### src/rtl/ffsk_pkg.sv
// Shared types and elaboration-time helpers for the FFSK transmitter.
// Assumes integer arithmetic only; helpers are evaluated on constants.
package ffsk_pkg;

    typedef enum logic [1:0] {
        BAUD_1200 = 2'd0,
        BAUD_2400 = 2'd1,
        BAUD_4800 = 2'd2
    } baud_e;

    // Rational sine approximation for the first quarter cycle.
    // q: step within the quarter, half: steps per half cycle, peak: full scale.
    function automatic int pseudo_sin(input int q, input int half, input int peak);
        int prod;
        int num;
        int den;
        prod = q * (half - q);
        num  = peak * 16 * prod;
        den  = 5 * half * half - 4 * prod;
        return (num + den / 2) / den;
    endfunction

endpackage

### src/rtl/ffsk_rate_decode.sv
// Decodes the clock-rate and baud select inputs into a baud mode and a
// prescale flag. Assumes 4800 baud exists only on the fast master clock.
module ffsk_rate_decode
    import ffsk_pkg::*;
(
    input  logic  mclk_fast,
    input  logic  sel_low_baud,
    input  logic  sel_top_baud,
    output baud_e baud,
    output logic  use_prescale
);

    // Select the baud mode; the top select only counts on the fast clock.
    always_comb begin
        if (sel_low_baud)
            baud = BAUD_1200;
        else if (mclk_fast && sel_top_baud)
            baud = BAUD_4800;
        else
            baud = BAUD_2400;
    end

    // The fast clock is divided down unless 4800 baud uses it directly.
    always_comb use_prescale = mclk_fast && (baud != BAUD_4800);

endmodule

### src/rtl/ffsk_timebase.sv
// Bit and step timebase. A prescaler makes ticks; each bit lasts a fixed
// number of ticks; the sine step index advances every P ticks, P set by
// the latched baud and bit value. Assumes the step period divides the bit
// length, so every bit ends on a step and at a zero crossing.
module ffsk_timebase
    import ffsk_pkg::*;
#(
    parameter int BIT_TICKS = 840,
    parameter int STEPS     = 140,
    parameter int FAST_DIV  = 4,
    localparam int IDX_W    = $clog2(STEPS)
) (
    input  logic             clk,
    input  logic             rst_n,
    input  logic             run,
    input  baud_e            baud,
    input  logic             use_prescale,
    input  logic             data,
    output logic [IDX_W-1:0] step_idx,
    output logic             active,
    output logic             sync
);

    localparam int HALF_TICKS   = BIT_TICKS / 2;
    localparam int P_1200_MARK  = BIT_TICKS / STEPS;
    localparam int P_1200_SPACE = (2 * BIT_TICKS) / (3 * STEPS);
    localparam int P_2400_MARK  = (2 * HALF_TICKS) / STEPS;
    localparam int P_2400_SPACE = HALF_TICKS / STEPS;
    localparam int P_4800_MARK  = (2 * BIT_TICKS) / STEPS;
    localparam int P_4800_SPACE = BIT_TICKS / STEPS;
    localparam int DIV_W        = $clog2(P_4800_MARK + 1);
    localparam int BIT_W        = $clog2(BIT_TICKS);
    localparam int PRE_W        = $clog2(FAST_DIV);

    logic             active_q;
    baud_e            baud_q;
    logic             pre_q;
    logic             bit_q;
    logic [PRE_W-1:0] pre_cnt;
    logic [DIV_W-1:0] div_cnt;
    logic [BIT_W-1:0] bit_cnt;
    logic [IDX_W-1:0] idx_q;

    logic             tick;
    logic [BIT_W-1:0] bit_last;
    logic [BIT_W-1:0] bit_half;
    logic [DIV_W-1:0] step_last;
    logic             step_wrap;
    logic             bit_end;
    logic             bit_start;
    logic [IDX_W-1:0] idx_next;

    // Prescaler tick: every clock, or every FAST_DIV clocks when prescaled.
    always_comb tick = !pre_q || (pre_cnt == PRE_W'(FAST_DIV - 1));

    // Bit length and half length in ticks for the latched mode.
    always_comb begin
        if (baud_q == BAUD_2400) begin
            bit_last = BIT_W'(HALF_TICKS - 1);
            bit_half = BIT_W'(HALF_TICKS / 2);
        end else begin
            bit_last = BIT_W'(BIT_TICKS - 1);
            bit_half = BIT_W'(HALF_TICKS);
        end
    end

    // Ticks per sine step for the latched mode and bit value.
    always_comb begin
        unique case (baud_q)
            BAUD_2400: step_last = DIV_W'((bit_q ? P_2400_MARK : P_2400_SPACE) - 1);
            BAUD_4800: step_last = DIV_W'((bit_q ? P_4800_MARK : P_4800_SPACE) - 1);
            default:   step_last = DIV_W'((bit_q ? P_1200_MARK : P_1200_SPACE) - 1);
        endcase
    end

    // Step and bit events, and the start of a new bit.
    always_comb begin
        step_wrap = active_q && tick && (div_cnt == step_last);
        bit_end   = active_q && tick && (bit_cnt == bit_last);
        bit_start = run && (!active_q || bit_end);
        idx_next  = (idx_q == IDX_W'(STEPS - 1)) ? '0 : idx_q + 1'b1;
    end

    // Sequential timebase: powersave clears all state, bit start reloads.
    always_ff @(posedge clk) begin
        if (!rst_n || !run) begin
            active_q <= 1'b0;
            baud_q   <= BAUD_1200;
            pre_q    <= 1'b0;
            bit_q    <= 1'b0;
            pre_cnt  <= '0;
            div_cnt  <= '0;
            bit_cnt  <= '0;
            idx_q    <= '0;
        end else begin
            active_q <= 1'b1;
            if (step_wrap)
                idx_q <= idx_next;
            if (bit_start) begin
                baud_q  <= baud;
                pre_q   <= use_prescale;
                bit_q   <= data;
                pre_cnt <= '0;
                div_cnt <= '0;
                bit_cnt <= '0;
            end else begin
                pre_cnt <= tick ? '0 : pre_cnt + 1'b1;
                if (tick) begin
                    div_cnt <= step_wrap ? '0 : div_cnt + 1'b1;
                    bit_cnt <= bit_cnt + 1'b1;
                end
            end
        end
    end

    // Outputs: sync is low in the first half of a bit and high when idle.
    always_comb begin
        step_idx = idx_q;
        active   = active_q;
        sync     = active_q ? (bit_cnt >= bit_half) : 1'b1;
    end

endmodule

### src/rtl/ffsk_sine_lut.sv
// Maps a step index (0..STEPS-1) to an offset-binary sine code. Only one
// quarter cycle is tabulated; the other three are folded onto it.
// Assumes STEPS is a multiple of four.
module ffsk_sine_lut
    import ffsk_pkg::*;
#(
    parameter int STEPS    = 140,
    parameter int AMP_W    = 8,
    localparam int IDX_W   = $clog2(STEPS),
    localparam int QTR     = STEPS / 4,
    localparam int HALF    = STEPS / 2,
    localparam int Q_W     = $clog2(QTR + 1),
    localparam int MAG_W   = AMP_W - 1,
    localparam int PEAK    = (1 << MAG_W) - 1
) (
    input  logic [IDX_W-1:0] idx,
    output logic [AMP_W-1:0] code
);

    logic [MAG_W-1:0] mag_tab [QTR+1];
    logic [Q_W-1:0]   q_sel;
    logic             neg;
    logic [MAG_W-1:0] mag;

    // Quarter-cycle magnitude table computed at elaboration.
    for (genvar g = 0; g <= QTR; g++) begin : g_tab
        assign mag_tab[g] = MAG_W'(pseudo_sin(g, HALF, PEAK));
    end

    // Fold the index onto the first quarter and note the sign.
    always_comb begin
        if (idx < IDX_W'(QTR))
            q_sel = Q_W'(idx);
        else if (idx < IDX_W'(HALF))
            q_sel = Q_W'(IDX_W'(HALF) - idx);
        else if (idx < IDX_W'(HALF + QTR))
            q_sel = Q_W'(idx - IDX_W'(HALF));
        else
            q_sel = Q_W'(IDX_W'(STEPS) - idx);
        neg = (idx >= IDX_W'(HALF));
    end

    // Offset the signed magnitude around midscale.
    always_comb begin
        mag  = mag_tab[q_sel];
        code = neg ? (AMP_W'(1 << MAG_W) - AMP_W'(mag))
                   : (AMP_W'(1 << MAG_W) + AMP_W'(mag));
    end

endmodule

### src/rtl/ffsk_tx.sv
// FFSK transmitter top: rate decode, timebase and sine lookup. While
// disabled the code is held at midscale and sine_valid is low.
// Assumes clk is the selected master clock and the inputs are synchronous.
module ffsk_tx
    import ffsk_pkg::*;
#(
    parameter int BIT_TICKS = 840,
    parameter int STEPS     = 140,
    parameter int FAST_DIV  = 4,
    parameter int AMP_W     = 8
) (
    input  logic             clk,
    input  logic             rst_n,
    input  logic             mclk_fast,
    input  logic             sel_low_baud,
    input  logic             sel_top_baud,
    input  logic             tx_en_n,
    input  logic             tx_data,
    output logic             tx_sync,
    output logic [AMP_W-1:0] sine_code,
    output logic             sine_valid
);

    localparam int IDX_W = $clog2(STEPS);
    localparam logic [AMP_W-1:0] MIDSCALE = AMP_W'(1 << (AMP_W - 1));

    baud_e            baud;
    logic             use_prescale;
    logic [IDX_W-1:0] step_idx;
    logic             active;
    logic             sync;
    logic [AMP_W-1:0] lut_code;

    ffsk_rate_decode u_decode (
        .mclk_fast    (mclk_fast),
        .sel_low_baud (sel_low_baud),
        .sel_top_baud (sel_top_baud),
        .baud         (baud),
        .use_prescale (use_prescale)
    );

    ffsk_timebase #(
        .BIT_TICKS (BIT_TICKS),
        .STEPS     (STEPS),
        .FAST_DIV  (FAST_DIV)
    ) u_timebase (
        .clk          (clk),
        .rst_n        (rst_n),
        .run          (!tx_en_n),
        .baud         (baud),
        .use_prescale (use_prescale),
        .data         (tx_data),
        .step_idx     (step_idx),
        .active       (active),
        .sync         (sync)
    );

    ffsk_sine_lut #(
        .STEPS (STEPS),
        .AMP_W (AMP_W)
    ) u_lut (
        .idx  (step_idx),
        .code (lut_code)
    );

    // Output stage: midscale and not valid while in powersave.
    always_comb begin
        tx_sync    = sync;
        sine_valid = active;
        sine_code  = active ? lut_code : MIDSCALE;
    end

endmodule

### config.mk
export PLATFORM = sky130hd
export DESIGN_NAME = ffsk_tx
export DESIGN_NICKNAME = d
export VERILOG_FILES = /design/src/rtl/ffsk_pkg.sv /design/src/rtl/ffsk_rate_decode.sv /design/src/rtl/ffsk_timebase.sv /design/src/rtl/ffsk_sine_lut.sv /design/src/rtl/ffsk_tx.sv
export SDC_FILE = /design/constraint.sdc
export NUM_CORES = 1
export LEC_CHECK = 0
export ABC_AREA = 1
export ABC_CLOCK_PERIOD_IN_PS = 3100
export BUFFER_PORTS_ARGS = -buffer_cell sky130_fd_sc_hd__buf_2
export CORE_MARGIN = 8
export CORE_UTILIZATION = 55
export DETAILED_ROUTE_END_ITERATION = 10
export GPL_TIMING_DRIVEN = 0
export PLACE_DENSITY = 0.8
export SYNTH_ARGS = -nofsm -noshare
export SYNTH_HDL_FRONTEND = slang
export SYNTH_SLANG_ARGS = --single-unit
### constraint.sdc
create_clock -name clk -period 3.1 [get_ports clk]
set_input_delay 0.465 -clock clk [delete_from_list [all_inputs] [get_ports clk]]
set_output_delay 0.465 -clock clk [all_outputs]
set_load 0.05 [all_outputs]
**After elaboration in Yosys (flattened, before gate mapping)**

Memory sizes are Yosys's and may differ from the RTL's.
Index checks and enable logic that the tools add are counted.

- Flip-flop bits (word level): 29
- Bits in read-only memories: 448
- Word-level logic and storage cells: 69
- Memories kept: 1

Memories:

| name | depth | width | rd ports | clocked after memory_dff | wr ports | line | source |
|---|---|---|---|---|---|---|---|
| (no name shown) | 64 | 7 | 1 | 0 | 0 | ffsk_sine_lut.sv:45 | `mag = mag_tab[q_sel];` |

- $add $sub $neg: 12
- $lt $le $gt $ge: 6
- Equal/unequal tests: 7
- Mux-type cells: 19
- Bitwise gates (word level): 1
- Reduce and logical (&&, ||, !) cells: 15

Operator list:

| cell | number |
|---|---|
| $mux 8 | 3 |
| $mux 6 | 3 |
| $lt 8x7->1 const B | 2 |
| $mux 7 | 2 |
| $sub 4x2->4 const B | 3 |
| $add 10x1->10 const B | 1 |
| $eq 10x10->1 | 1 |
| $ge 10x9->1 | 1 |
| $mux 10 | 1 |
| $mux 9 | 1 |
| $add 8x1->8 const B | 1 |
| $add 8x7->8 const A | 1 |
| $eq 8x8->1 const B | 1 |
| $ge 8x7->1 const B | 1 |
| $lt 8x6->1 const B | 1 |
| $mux 4 | 2 |
| $pmux 4 s2 | 1 |
| $sub 8x7->8 const A | 1 |
| $ge 7x7->1 const B | 1 |
| $not 6->7 | 1 |
| $logic_and 1x1->1 | 6 |
| $mux 2 | 3 |
| $sub 3x6->6 const A | 1 |
| $sub 4x6->6 const A | 1 |
| 13 further kinds | 20 |

**Depth between registers and ports, before layout**

- Depth in word-level cells: 11
- Depth in mapped cells: 23
- Gate-level depth less buffers: 23

**Modules after synthesis**

From an unflattened synthesis, not the netlist that was laid out.

- Cell total of the unflattened synthesis: 522
- Area, all modules: 3198.1 sq um

Modules (own cells, without submodules):

| module | times used | cells an instance | area an instance (sq um) | sequential area each (sq um) |
|---|---|---|---|---|
| ffsk_timebase | 1 | 255 | 1775.5 | 580.6 |
| ffsk_sine_lut | 1 | 243 | 1328.8 | 0.0 |
| ffsk_tx | 1 | 18 | 68.8 | 0.0 |
| ffsk_rate_decode | 1 | 6 | 25.0 | 0.0 |

**Least setup slack after synthesis**

No wires, ideal clock.

- Path kind: register to output
- From: reg u_timebase.idx_q[0] (netlist: u_timebase.step_idx[0])
- To: out sine_code[6]
- Arrival: 3324 ps
- Data required time: 2635 ps
- Setup slack: -689 ps
- Stages on the path, launching flop included: 22
- Path buffers: 0
- Cells stage by stage: dfxtp_1 inv_2 ha_1 inv_1 nand2_1 nand3_2 nand3_1 nand3_1 nand3_1 ha_1 nand3_1 inv_1 nor2_1 nand2_1 nand3_1 nand3_1 nand2_2 ha_1 nand3_1 nand3_1 nand2_1 nor2_1

- Word-level cells in the longest chain between the ends: 11
- Elaborated cells on any way between the ends: 18

Ends and longest elaborated chain:

| what | line | source |
|---|---|---|
| start, declared | ffsk_timebase.sv:42 | `logic [IDX_W-1:0] idx_q;` |
| start signal, assigned | ffsk_timebase.sv:98 | `idx_q <= idx_next;` |
| $lt 8x7->1, or another cell as far along | ffsk_sine_lut.sv:36 | `else if (idx < IDX_W'(HALF + QTR))` |
| $mux 6 | ffsk_sine_lut.sv:36 |  |
| $mux 6 | ffsk_sine_lut.sv:34 | `else if (idx < IDX_W'(HALF))` |
| $mux 6 | ffsk_sine_lut.sv:32 | `if (idx < IDX_W'(QTR))` |
| $not 6->7 (not written as such) | ffsk_sine_lut.sv:45 |  |
| $mem_v2 64x7 | -- |  |
| $mux 7 (not written as such) (2 in a row) | ffsk_sine_lut.sv:45 |  |
| $add 8x7->8 or $sub 8x7->8 (tied branches) | ffsk_sine_lut.sv:47, ffsk_sine_lut.sv:46 |  |
| $mux 8 * | ffsk_sine_lut.sv:46 | `code = neg ? (AMP_W'(1 << MAG_W) - AMP_W'(mag))` |
| $mux 8 * | ffsk_tx.sv:70 | `sine_code = active ? lut_code : MIDSCALE;` |
| end, declared | ffsk_tx.sv:20 | `output logic [AMP_W-1:0] sine_code,` |

Every way passes the cells marked *; elsewhere a longest branch is shown, timed or not. The select of a mux whose other input is x is not followed.

**Worst setup path after layout**

- From: reg u_timebase.idx_q[1] (netlist: u_timebase.step_idx[1])
- To: out sine_code[6]

The elaborated chain is that of the path after synthesis.

==> reports/results.ini <==
[run_status]
status = complete, but fails checks
violations = negative setup slack

[global_routing]
grt_pass1_vias = 2743
antenna_found_initial = 0
grtUsageTotal_pct = 21.09
grt_overflow = 0
grt_pass1_wl_microns = 12510
met1_usage_pct = 25.03
grt_max_degree = 13
grt-busiest-layer = met2
gr-usage-met3_pct = 4.293
use_met2_pct = 35.79

[sta]
hold_ws_ps = 428.8
setup_slack_ps = -495.5
max_freq_mhz = 278.1
worst_pin_slew_ps = 688.1
hold_viol = 0
fin_skew_ps = 5.055
fin_setup_tns_ps = -3160
relSlewSlack_pct = 54.13
period_share_pct = 116.0
slew_violations = 0
finalSetupViolCount = 8
rsz0062_at_grt = true
fin_crit_ps = 3596

[synth]
ys.flop_type = dfxtp_1
async_reset_ff_share_pct = 0
syn-num-nets = 438
synth_cells = 407
syn-mean-instance-area_sq_um = 6.348
yosysUniqueCellTypes = 35
ys_seq_area_share_pct = 22.47
yosys_warnings = 0
syn_area_sq_um = 2584
synth_edf_count = 0
synth-seq-cells = 29

[cells_and_area]
syn_to_final_growth_pct = 41.36
nets = 498
multiInputGateArea_sq_um = 2197
fin_cells = 521
drive_gt1_share_pct = 37.26
antenna_cells = 0
register_area_sq_um = 591.8
fill_cells = 276

[detailed_routing]
drt_first_pass_iters = 6
drc = 0
vias = 3239
routed_via_density = 6.217
ant_nets = 0
routedWlPerCell_microns = 18.01
first_iter_violations = 336
wl_microns = 9385

[floorplanning]
core_area_sq_um = 4629
fp-row-count = 25
ioPinCount = 17
fp.dieArea_sq_um = 7147
die_x_microns = 84.54
start_util_pct = 55.81
die_h_microns = 84.54

[power_and_ir_drop]
sw_frac_of_total_pct = 24.86
combinationalPowerShare_pct = 8.7
seqPwrFrac_pct = 49.5
netSwitchingPower_mw = 0.1894
power.total_mw = 0.7619
internal-power_mw = 0.5725
p_per_area_nw_per_um2 = 208.6
vdd_drop_max_mv = 0.2171
clkPwrFrac_pct = 41.8
p_leak_nw = 1.719

[clocking]
ctsLongestPathBuffers = 2
cts_tree = done
clk_latency_ps = 290
clock_sinks = 29
cts-buffers-inserted = 5
root_buffer = clkbuf_8
ctsHtreeMaxLevel = 2
clkSlewWorstSetupHoldPaths_ps = 60

[hold_path]
hold_path.class = flop to flop

[placed_design]
placedCellCount = 477
port_buffers = 16
hpwl_microns = 4753
place_congestion = 0.9054

[critical_path]
crit_path_max_incr_delay_ps = 410
cp_max_fo = 6
worstReg2RegStart = u_timebase.baud_q[1]
cp-startpoint = u_timebase.step_idx[1]
end_kind = output port
setup.worst_path.class = flop to output port
crit_end = sine_code[6]
r2r_end = u_timebase.bit_cnt[9]
path_delay_family = simple AND/OR/NAND/NOR gates
critPathSlowestCell = dfxtp_4
cp.depth = 25
worstPathArrival_ps = 3130
path_common_cell = nand3_4
cp_data_required_time_ps = 2630
ff2ff_path_depth = 11
path_buf_inv = 6
start_kind = flop
rrSetupSlack_ps = 690

[flow_run]
drv_cap = 0

cell usage in the layout (no fill, tap or decap), types with 6 or more instances in the layout:
cell type  instances
nand2_1           67
inv_1             40
nor2_1            37
buf_4             36
nand3_1           26
dfxtp_1           24
nand2_2           23
ha_1              19
a21oi_1           14
inv_2             12
nand2_4           12
nand3_4           11
nand3_2           11
xor2_1            11
buf_2             10
nor3_1            10
buf_6              9
nor2_2             8
nor2_4             8
nand4_1            8
o21ai_0            7
a211oi_1           7
clkbuf_8           6
stage by stage:
step	setup WS (ps)	cell area [sq um]	util, %
after floorplan	-212.7	2701	-
after global placement	-261.0	2849	61.54
after detailed placement	-307.0	2849	61.54
after CTS	-213.7	3361	72.59
after global routing	-631.4	3652	78.89
final	-495.5	3652	78.89
synth_stat cells (3+ instances only):
cell type / n / area, sq um
a211oi_1: 7 / 52.55
a21oi_1: 19 / 95.09
a31oi_1: 3 / 18.77
clkbuf_1: 4 / 15.01
dfxtp_1: 29 / 580.6
ha_1: 24 / 300.3
inv_1: 50 / 187.7
inv_2: 6 / 22.52
nand2_1: 93 / 349.1
nand2_2: 7 / 43.79
nand3_1: 44 / 220.2
nand3_2: 4 / 40.04
nand4_1: 8 / 50.05
nor2_1: 48 / 180.2
nor2_2: 4 / 25.02
nor3_1: 10 / 50.05
nor4_1: 3 / 18.77
o21ai_0: 8 / 40.04
o21ai_1: 5 / 25.02
xor2_1: 12 / 105.1
final cells by class:
type                    count  share of cell area [%]
multi-input cells         313                   60.16
flip-flops and latches     29                   16.20
repair buffers             53                   11.51
inverters                  56                   6.235
clock buffers               7                   2.364
well taps                  54                   1.850
plain buffers               9                   1.679
power groups by stage:
stage | Sequential [mW] | Clock (mW) | Combinational (mW)
after global placement | 0.386 | 0 | 0.0539
after CTS | 0.377 | 0.318 | 0.0591
after floorplan | 0.388 | 0 | 0.0384
after detailed placement | 0.386 | 0 | 0.0557
after global routing | 0.377 | 0.339 | 0.0731
final | 0.377 | 0.319 | 0.0661
state kept, by name (all words and copies together) (netlist names):
register             cells
u_timebase.baud_q        2
u_timebase.bit_q         1
u_timebase.div_cnt       4
u_timebase.bit_cnt      10
u_timebase.pre_cnt       2
u_timebase.pre_q         1
u_timebase.active        1
u_timebase.step_idx      8
cell families after synthesis:
group	after synthesis	share of synthesized area [%]
xor+xnor	13	4.407
simple gates	226	39.71
flops	29	22.47
fa+ha+maj	24	11.62
buf+inv	65	10.27
compound gates	50	11.53
timing repair:
| action | 4_1_cts | 5_1_grt |
|---|---|---|
| hold endpoints to repair | 0 | 0 |
| pin swaps | 27 | 27 |
| setup buffers | 27 | 8 |
| hold buffers | 0 | 0 |
| cloned | 2 | 0 |
| gates resized for setup | 61 | 59 |
| endpoints found under the setup margin | 8 | 8 |
worst min path at each step:
stage          depth (start not counted)                  start  slack (ps)               endpoint
3_3_place_gp                           1  u_timebase.pre_cnt[0]         410  u_timebase.pre_cnt[0]
6_report                               1  u_timebase.pre_cnt[0]         430  u_timebase.pre_cnt[0]
4_1_cts                                1  u_timebase.pre_cnt[0]         430  u_timebase.pre_cnt[0]
5_1_grt                                1  u_timebase.pre_cnt[0]         450  u_timebase.pre_cnt[0]
3_5_place_dp                           1  u_timebase.pre_cnt[0]         420  u_timebase.pre_cnt[0]
2_1_floorplan                          1  u_timebase.pre_cnt[0]         400  u_timebase.pre_cnt[0]
routing by layer:
metal	wire length (microns)	up-vias
met1	3393	1476
li1	-	1455
met4	708	0
met2	4535	222
met3	748	86
met5	0	-
Power figures use the tool's default switching activity.
